$ cat src/rtl/udm_pkg.sv
package udm_pkg;
  localparam int unsigned CELL_W    = 2;
  localparam int unsigned CELL_OUT  = 3;
  localparam logic [CELL_OUT-1:0] CELL_SAT = 3'b111;
endpackage

$ cat src/rtl/udm_cell2.sv
module udm_cell2
  import udm_pkg::*;
(
  input  logic [CELL_W-1:0]   x,
  input  logic [CELL_W-1:0]   y,
  output logic [CELL_OUT-1:0] p
);
  // Exact 2x2 product, except 3*3 which collapses onto the 3-bit value 7.
  always_comb begin
    p[0] = x[0] & y[0];
    p[1] = (x[1] & y[0]) ^ (x[0] & y[1]);
    p[2] = x[1] & y[1];
    if (x == 2'b11 && y == 2'b11) p = CELL_SAT;
  end
endmodule

$ cat src/rtl/udm_block.sv
module udm_block
  import udm_pkg::*;
#(
  parameter int unsigned W = 8
) (
  input  logic [W-1:0]   x,
  input  logic [W-1:0]   y,
  output logic [2*W-1:0] p
);
  localparam int unsigned H  = W / 2;
  localparam int unsigned PW = 2 * W;

  generate
    if (W == CELL_W) begin : g_leaf
      logic [CELL_OUT-1:0] c;
      udm_cell2 cell_i (.x(x), .y(y), .p(c));
      assign p = PW'(c);
    end else begin : g_split
      logic [W-1:0] pll, plh, phl, phh;
      udm_block #(.W(H)) ll_i (.x(x[H-1:0]), .y(y[H-1:0]), .p(pll));
      udm_block #(.W(H)) lh_i (.x(x[H-1:0]), .y(y[W-1:H]), .p(plh));
      udm_block #(.W(H)) hl_i (.x(x[W-1:H]), .y(y[H-1:0]), .p(phl));
      udm_block #(.W(H)) hh_i (.x(x[W-1:H]), .y(y[W-1:H]), .p(phh));
      // Exact shifted accumulation of the four sub-products.
      assign p = PW'(pll) + (PW'(plh) << H) + (PW'(phl) << H) + (PW'(phh) << W);
    end
  endgenerate
endmodule

$ cat src/rtl/udm_mul8.sv
module udm_mul8 #(
  parameter int unsigned W = 8
) (
  input  logic           clk,
  input  logic           rst,
  input  logic [W-1:0]   op_a,
  input  logic [W-1:0]   op_b,
  output logic [2*W-1:0] prod
);
  localparam int unsigned PW = 2 * W;

  logic [PW-1:0] prod_c;

  udm_block #(.W(W)) core_i (.x(op_a), .y(op_b), .p(prod_c));

  always_ff @(posedge clk) begin
    if (rst) prod <= '0;
    else     prod <= prod_c;
  end
endmodule

$ cat config.mk
export PLATFORM = sky130hd
export DESIGN_NAME = udm_mul8
export DESIGN_NICKNAME = d
export VERILOG_FILES = /design/src/rtl/udm_pkg.sv /design/src/rtl/udm_cell2.sv /design/src/rtl/udm_block.sv /design/src/rtl/udm_mul8.sv
export SDC_FILE = /design/constraint.sdc
export NUM_CORES = 1
export LEC_CHECK = 0
export BUFFER_PORTS_ARGS = -buffer_cell sky130_fd_sc_hd__buf_2
export CORE_MARGIN = 1
export CORE_UTILIZATION = 40
export CTS_BUF_LIST = sky130_fd_sc_hd__clkbuf_8
export CTS_CLUSTER_DIAMETER = 30
export CTS_CLUSTER_SIZE = 20
export DETAILED_ROUTE_END_ITERATION = 7
export SETUP_SLACK_MARGIN = 0.02
export SLEW_MARGIN = 20
export SYNTH_ARGS = -nofsm -noshare
export SYNTH_HDL_FRONTEND = slang
export SYNTH_SLANG_ARGS = --single-unit
$ cat constraint.sdc
create_clock -name clk -period 7.9 [get_ports clk]
set_input_delay 0.79 -clock clk [delete_from_list [all_inputs] [get_ports clk]]
set_output_delay 0.79 -clock clk [all_outputs]
set_load 0.01 [all_outputs]
### After elaboration in Yosys (flattened, before gate mapping)

Index checks and enable logic that the tools add are counted.

| storage, ports and cells | value |
|---|---|
| output and inout port bits | 16 |
| logic and storage cells | 136 |
| input bits | 18 |
| flip-flop bits (word level) | 16 |

| operators by class | value |
|---|---|
| bitwise logic cells | 80 |
| equal/unequal tests | 8 |
| reduce and logical (&&, ||, !) cells | 16 |
| add/subtract/negate cells | 15 |
| mux-type cells | 16 |

Operators with widths:

| cell | count |
|---|---|
| $and 1x1->1 | 64 |
| $mux 3 | 16 |
| $add 8x7->8 | 4 |
| $add 6x5->7 | 4 |
| $add 3x5->6 | 4 |
| $add 16x12->16 | 1 |
| $add 16x16->16 | 1 |
| $eq 2x2->1 const B | 8 |
| $logic_and 1x1->1 | 16 |
| $xor 1x1->1 | 16 |
| $add 8x12->13 | 1 |

### Logic depth before layout (Yosys ltp)

Gate-level depths: netlist (run 1).

| logic depth | value |
|---|---|
| word-level depth | 9 |
| gate-level depth with buffers | 22 |
| mapped depth without buffers | 22 |

### Cells and area by module

Synthesis (run 1) repeated with hierarchy kept, for this count alone.

| unflattened totals | value |
|---|---|
| cells, all modules | 308 |
| area total of the unflattened synthesis | 2732.6 um2 |

Modules (own cells, without submodules):

| module | cells each | sequential area each (um2) | instances | area an instance (um2) |
|---|---|---|---|---|
| udm_block at core_i.g_split.hh_i ... | 27 | 0.0 | 4 | 249.0 |
| udm_block at core_i | 87 | 0.0 | 1 | 732.0 |
| udm_mul8 | 33 | 320.3 | 1 | 464.2 |
| udm_cell2 | 3 | 0.0 | 16 | 22.5 |
| udm_block at core_i.g_split.hh_i.g_split.hh_i ... | 2 | 0.0 | 16 | 11.3 |

### Least setup slack after synthesis (run 1)

OpenSTA, ideal clock, no wires.

| timing path | value |
|---|---|
| kind | input-to-reg |
| start point | input op_b[1] |
| end point | register prod[15] |
| arrival | 5.714 ns |
| path slack | 2.111 ns |
| cell stages on the path | 19 |
| path buffers | 0 |
| required time | 7.825 ns |
| setup time | 0.075 ns |
| cell sequence | and2_1 > fa_1 > ha_1 > fa_1 > ha_1 > fa_1 > fa_1 > a21o_1 > a21oi_1 > nor3b_1 > xnor2_1 > fa_1 > inv_1 > ha_1 > a21oi_2 > o211ai_2 > o21ai_0 > or4b_1 > a31oi_1 |

| between the ends | value |
|---|---|
| word-level cells in the longest chain between the ends | 9 |
| elaborated cells between the ends (all ways) | 30 |
| classes of those cells | 9 x add/sub; 1 x eq/ne; 4 x mux; 12 x bitwise; 4 x reduce/logical |

Ends and longest elaborated chain:

| item | line | RTL |
|---|---|---|
| from (decl) | udm_mul8.sv:7 | `input logic [W-1:0] op_b,` |
| $eq 2x2->1 / $and 1x1->1 (equally long branches) | udm_cell2.sv:13, udm_cell2.sv:11 |  |
| $logic_and 1x1->1 / $xor 1x1->1 (equally long branches) | udm_cell2.sv:13, udm_cell2.sv:11 |  |
| $mux 3 | udm_cell2.sv:13 | `if (x == 2'b11 && y == 2'b11) p = CELL_SAT;` |
| $add 3x5->6 | udm_block.sv:25 | `assign p = PW'(pll) + (PW'(plh) << H) + (PW'(phl) << H) + (PW'(phh) << W);` |
| $add 6x5->7 | udm_block.sv:25 |  |
| $add 8x7->8 | udm_block.sv:25 |  |
| $add 8x12->13 | udm_block.sv:25 |  |
| $add 16x12->16 * | udm_block.sv:25 |  |
| $add 16x16->16 * | udm_block.sv:25 |  |
| to (signal assigned) | udm_mul8.sv:18 | `else prod <= prod_c;` |
| to (decl) | udm_mul8.sv:8 | `output logic [2*W-1:0] prod` |

Mark *: on every way between the ends. The rest lies on a longest branch, timed or not.
A chain may end at the register's enable or synchronous reset.

### Final worst setup path (run 1)

Ends and elaborated chain as after synthesis.

==> impl_metrics.json, run 1 <==
{
  "status": "finished, final reports clean",
  "combPwrFrac_pct": 70.4,
  "switching_share_pct": 43.9,
  "ant_nets": 0,
  "pwr-share-clk_pct": 10.2,
  "largest_reg_flops": 16,
  "max_freq_mhz": 166,
  "final.setup.tns_ns": 0,
  "drt_pass1_iterations": 4,
  "antenna_found_initial": 0,
  "worstHoldStart": "op_b[0]",
  "htree_levels": 1,
  "vias": 1854,
  "crit_fanout": 8,
  "seqPwrFrac_pct": 19.4,
  "ctsHoldBuffers": 0,
  "grt.total_usage_pct": 15.9,
  "static-leakage-power_nw": 1.40,
  "yosysTopAreaCell": "ha_1",
  "yosys_register_bits": 16,
  "grt-ovfl-total": 0,
  "path_class": "in2reg",
  "final.min_clock_period_ns": 6.01,
  "drt_iter0_drc": 41,
  "fin_area_mm2": 0.00266,
  "dpl.hpwl_um": 3910,
  "netlist.area_leader.share_pct": 24.3,
  "power.density_mw_per_mm2": 211,
  "cts.sinks": 16,
  "n_antenna_cell": 0,
  "area_growth_pct": 12.4,
  "critPathTopFamily": "adder cells",
  "reg.largest.list": "prod x16",
  "viasPerCell": 5.07,
  "min_path_cells": 3,
  "place_congestion": 0.814,
  "post_dp_cell_area_mm2": 0.00262,
  "internal_power_mw": 0.315,
  "critPathArrivalTime_ns": 6.18,
  "cts_max_path_buffers": 2,
  "clockRootBuffer": "clkbuf_8",
  "routed_wl_um": 4590,
  "synth_edf_count": 0,
  "synth_area_leaders": "ha_1 (24%), fa_1 (15%), dfxtp_1 (14%)",
  "die_w_um": 79.0,
  "worstPathBufferInverterCount": 2,
  "cp-end-kind": "flip-flop",
  "grt_pass1_wl_um": 7940,
  "cpMostUsedCell": "fa_1",
  "cts-resized-gates": 0,
  "die_area_mm2": 0.00624,
  "post-cts-setup-buffers": 0,
  "setup_viol_count_final": 0,
  "ys_async_sr_fraction_pct": 0,
  "p_sw_mw": 0.246,
  "drive_gt1_share_pct": 14.3,
  "numCtsBuffers": 3,
  "core_area_mm2": 0.00561,
  "min_path_type": "in2reg",
  "start_kind": "input pin",
  "synthCells": 259,
  "grt_pass1_vias": 1772,
  "cpMaxStageDelayCell": "fa_1",
  "syn_area_mm2": 0.00237,
  "rsz0062_at_grt": "no",
  "synth_fp_nets": 341,
  "ys_types": 37,
  "ir_drop_mv": 0.139,
  "slew_viol_final": 0,
  "min_period_over_period_pct": 76.1,
  "io_pins": 34,
  "clkTransAtPathRegs_ns": 0.06,
  "maxCapViolCount": 0,
  "cp.required_ns": 8.07,
  "nets": 378,
  "avgSynthCellArea_um2": 9.15,
  "crit_path_cell_trace": "buf_2 -> and2_1 -> fa_1 -> ha_1 -> fa_1 -> xor2_1 -> fa_1 -> fa_1 -> a21o_1 -> a21oi_1 -> nor3b_1 -> xnor2_1 -> fa_1 -> inv_1 -> ha_1 -> a21oi_2 -> o211ai_2 -> o21ai_0 -> or4b_1 -> a31oi_1",
  "max_stage_delay_ns": 0.54,
  "synth.most_common_cell": "ha_1",
  "top_register": "prod",
  "ys_seq_area_share_pct": 13.5,
  "drc": 0,
  "grt_start_max_net_pins": 18,
  "slew_headroom_pct": 52.9,
  "nFillCells": 577,
  "placementRows": 27,
  "initial_core_util_pct": 42.3,
  "port_buffers": 33,
  "wire_per_inst_um": 12.5,
  "min_to": "prod[0]$_SDFF_PP0_",
  "die_y_um": 79.0,
  "synth_common_cells": "ha_1 (46), inv_1 (33), and2_1 (28)",
  "hold_viol": 0,
  "yosys_warnings": 0,
  "synthFlopType": "dfxtp_1",
  "cts_tree": "yes",
  "tightest_slew_ns": 0.689
}
==> layout make-up <==
cell class / instances / area (µm²) / area share (%)
multi-input cells: 209 / 1920 / 72.2
flip-flops and latches: 16 / 320 / 12.0
repair buffers: 33 / 165 / 6.20
inverters: 33 / 124 / 4.65
well taps: 72 / 90.1 / 3.38
clock buffers: 3 / 41.3 / 1.55
==> worst min-delay path: cells and delay by family <==
| kind | cells | cell delay (ns) |
|---|---|---|
| simple gates | 2 | 0.13 |
| buf+inv | 1 | 0.14 |
==> logic make-up after synthesis <==
family	share of synthesized area (%)
simple gates	16.6
flops	13.5
fa+ha+maj	39.5
xor+xnor	7.39
buf+inv	5.39
compound gates	17.1
mux	0.475
==> cells in the final DEF, fill, tap and decap left out, drive strengths merged, types with 2 or more instances in the layout <==
| cell type | instances |
|---|---|
| clkbuf | 3 |
| buf | 33 |
| o21ai | 6 |
| and2 | 28 |
| nor3 | 3 |
| nor2 | 10 |
| o211ai | 2 |
| dfxtp | 16 |
| xnor2 | 14 |
| inv | 33 |
| nand2 | 8 |
| a211oi | 3 |
| a22o | 14 |
| ha | 46 |
| a31oi | 2 |
| nor2b | 12 |
| a21oi | 14 |
| fa | 18 |
| xor2 | 6 |
| a22oi | 2 |
| nand3 | 3 |
| a21o | 8 |
==> through the flow <==
step	power (mW)	setup slack (ns)	cells	hold WS, ns	util [%]
floorplan	0.416	2.11	259	0.862	-
global placement	0.503	1.75	363	1.12	46.7
detailed placement	0.505	1.65	363	1.12	46.7
CTS	0.568	1.91	366	0.858	47.5
global route	0.626	1.51	366	0.882	47.5
finish	0.561	1.89	366	0.868	47.5
==> per-layer routing <==
metal  vias up  part of all wire [%]  global-route usage (%)
li1        957                     -                       -
met1       854                    50                    21.4
met2        39                    45                    27.0
met3         4                   4.2                    1.03
met4         0                   1.3                    5.27
met5         -                     0                       0
==> worst max path at each step <==
stage,start,end,depth (start not counted)
after floorplan,op_b[1],prod[15]$_SDFF_PP0_,19
after global placement,op_b[1],prod[15]$_SDFF_PP0_,20
after detailed placement,op_b[1],prod[15]$_SDFF_PP0_,20
after CTS,op_b[1],prod[15]$_SDFF_PP0_,20
after global routing,op_b[1],prod[15]$_SDFF_PP0_,20
final,op_b[1],prod[15]$_SDFF_PP0_,20
==> power groups by stage <==
stage	combinational, mW	clock, mW	sequential [mW]
after floorplan	0.292	0	0.125
after global placement	0.392	0	0.111
after detailed placement	0.394	0	0.111
after CTS	0.398	0.0600	0.109
after global routing	0.451	0.0637	0.111
final	0.395	0.0573	0.109
Power figures use the tool's default switching activity.
==> run 2: changes to the inputs <==
Clock period 7.9 ns to 5.2 ns, I/O delays scaled along.
==> run 2 against run 1 <==
Clock power rose by 51%. Critical path depth rose by 2. Via count rose by 9.2%. Cell count rose by 11%. Global-route usage rose by 2.3 points. Utilization rose by 9.6 points. Final area rose by 20%. Clock-buffer cell count did not move. Critical path type unchanged.
==> impl_metrics.json, run 2 (synthesis results as in run 1) <==
{
  "status": "finished, final reports clean",
  "dp.cells": 398,
  "vias": 2024,
  "max_freq_mhz": 192,
  "cp.required_ns": 5.37,
  "grt_start_max_net_pins": 18,
  "mostFrequentLayoutCell": "ha_1",
  "drc": 0,
  "start_kind": "input pin",
  "grt-ovfl-total": 0,
  "fin_area_mm2": 0.00320,
  "grt_use_met1_pct": 23.2,
  "viasPerCell": 4.96,
  "cts_max_path_buffers": 2,
  "die_y_um": 79.0,
  "worstHoldStart": "rst",
  "cts_tree": "yes",
  "largest_reg_flops": 16,
  "area_growth_pct": 35.1,
  "tightest_slew_ns": 0.614,
  "min_path_cells": 2,
  "cp-end-kind": "flip-flop",
  "most-common-layout-cells": "ha_1 (40), buf_4 (39), inv_1 (30)",
  "grt_pass1_vias": 2042,
  "top_register": "prod",
  "maxCapViolCount": 0,
  "post_dp_cell_area_mm2": 0.00296,
  "drive_gt1_share_pct": 32.7,
  "clockRootBuffer": "clkbuf_8",
  "crit_fanout": 4,
  "placementRows": 27,
  "reg.largest.list": "prod x16",
  "htree_levels": 1,
  "drt_pass1_iterations": 4,
  "stdcell_count": 408,
  "numCtsBuffers": 3,
  "rsz0062_at_grt": "yes",
  "power.density_mw_per_mm2": 365,
  "grt_pass1_wl_um": 9160,
  "routed_wl_um": 5320,
  "place_congestion": 0.839,
  "grt.busiest_layer": "met2",
  "critPathArrivalTime_ns": 5.37,
  "static-leakage-power_nw": 1.63,
  "die_area_mm2": 0.00624,
  "min_period_over_period_pct": 100,
  "gr-usage-met3_pct": 0.345,
  "grtUsageMet2_pct": 34.1,
  "antenna_found_initial": 0,
  "io_pins": 34,
  "final.min_clock_period_ns": 5.20,
  "grt.total_usage_pct": 18.2,
  "die_w_um": 79.0,
  "path_class": "in2reg",
  "setup_viol_count_final": 0,
  "dpl.hpwl_um": 4330,
  "clkTransAtPathRegs_ns": 0.06,
  "min_path_type": "in2reg",
  "initial_core_util_pct": 42.3,
  "wire_per_inst_um": 13.0,
  "slew_viol_final": 0,
  "slew_headroom_pct": 58.0,
  "n_antenna_cell": 0,
  "drt_iter0_drc": 48,
  "ir_drop_mv": 0.257,
  "core_area_mm2": 0.00561,
  "ant_nets": 0,
  "hold_viol": 0,
  "port_buffers": 33,
  "nets": 420,
  "min_to": "prod[12]$_SDFF_PP0_",
  "cts.sinks": 16
}
run 2: cell type report:
type                       count  area, µm²
clock buffer                   3       41.3
fill                         513       2410
inverter                      33        124
multi-input combinational    209       2110
sequential                    16        320
tap                           72       90.1
timing repair buffer          75        517
run 2: routing by layer:
| metal | part of all wire (%) | vias to the layer above |
|---|---|---|
| met2 | 50 | 25 |
| li1 | - | 1043 |
| met3 | 1.4 | 4 |
| met1 | 48 | 952 |
| met4 | 1.0 | 0 |
| met5 | 0 | - |
run 2: worst max path at each step:
stage                  from                   to  cells past startpoint
finish              op_b[1]  prod[15]$_SDFF_PP0_                     22
global route        op_a[0]  prod[15]$_SDFF_PP0_                     22
CTS                 op_b[1]  prod[15]$_SDFF_PP0_                     21
detailed placement  op_b[1]  prod[15]$_SDFF_PP0_                     21
global placement    op_b[1]  prod[15]$_SDFF_PP0_                     21
floorplan           op_b[1]  prod[15]$_SDFF_PP0_                     20
run 2: through the flow:
| step | total power [mW] | setup TNS, ns | hold WS (ns) | util, % | worst slack [ns] |
|---|---|---|---|---|---|
| after detailed placement | 0.967 | -0.868 | 0.879 | 52.7 | -0.320 |
| final | 1.17 | 0 | 0.622 | 57.1 | 0.000955 |
| after CTS | 1.08 | 0 | 0.625 | 54.4 | 0.0218 |
| after global routing | 1.30 | -0.476 | 0.657 | 57.1 | -0.261 |
| after global placement | 0.958 | -0.733 | 0.880 | 52.7 | -0.292 |
| after floorplan | 0.691 | -0.0478 | 0.592 | - | -0.0478 |
run 2: worst max-delay path, stage by stage:
cell and delay, ns:
buf_2 0.12, a22o_1 0.22, ha_1 0.31, ha_4 0.18
fa_1 0.48, ha_4 0.19, fa_2 0.37, xor2_1 0.16
ha_1 0.33, buf_6 0.14, a21oi_4 0.15, nor2b_2 0.07
o21bai_1 0.16, xnor2_1 0.11, fa_1 0.53, inv_2 0.05
ha_4 0.28, nand3_4 0.10, a211oi_4 0.26, nor3_2 0.05
or4b_1 0.46, a31oi_1 0.13
run 2: timing repair:
item / in CTS / in global routing
endpoints found under the setup margin: 1 / 4
gates resized for setup: 6 / 23
hold buffers: 0 / 0
pin swaps: 10 / 21
setup buffers: 2 / 5
run 2: where the power goes:
part           total, mW  leakage (nW)  switching, mW  internal, mW
clock             0.0865        0.0216         0.0354        0.0511
sequential         0.165         0.133        0.00608         0.159
combinational      0.915          1.47          0.428         0.487
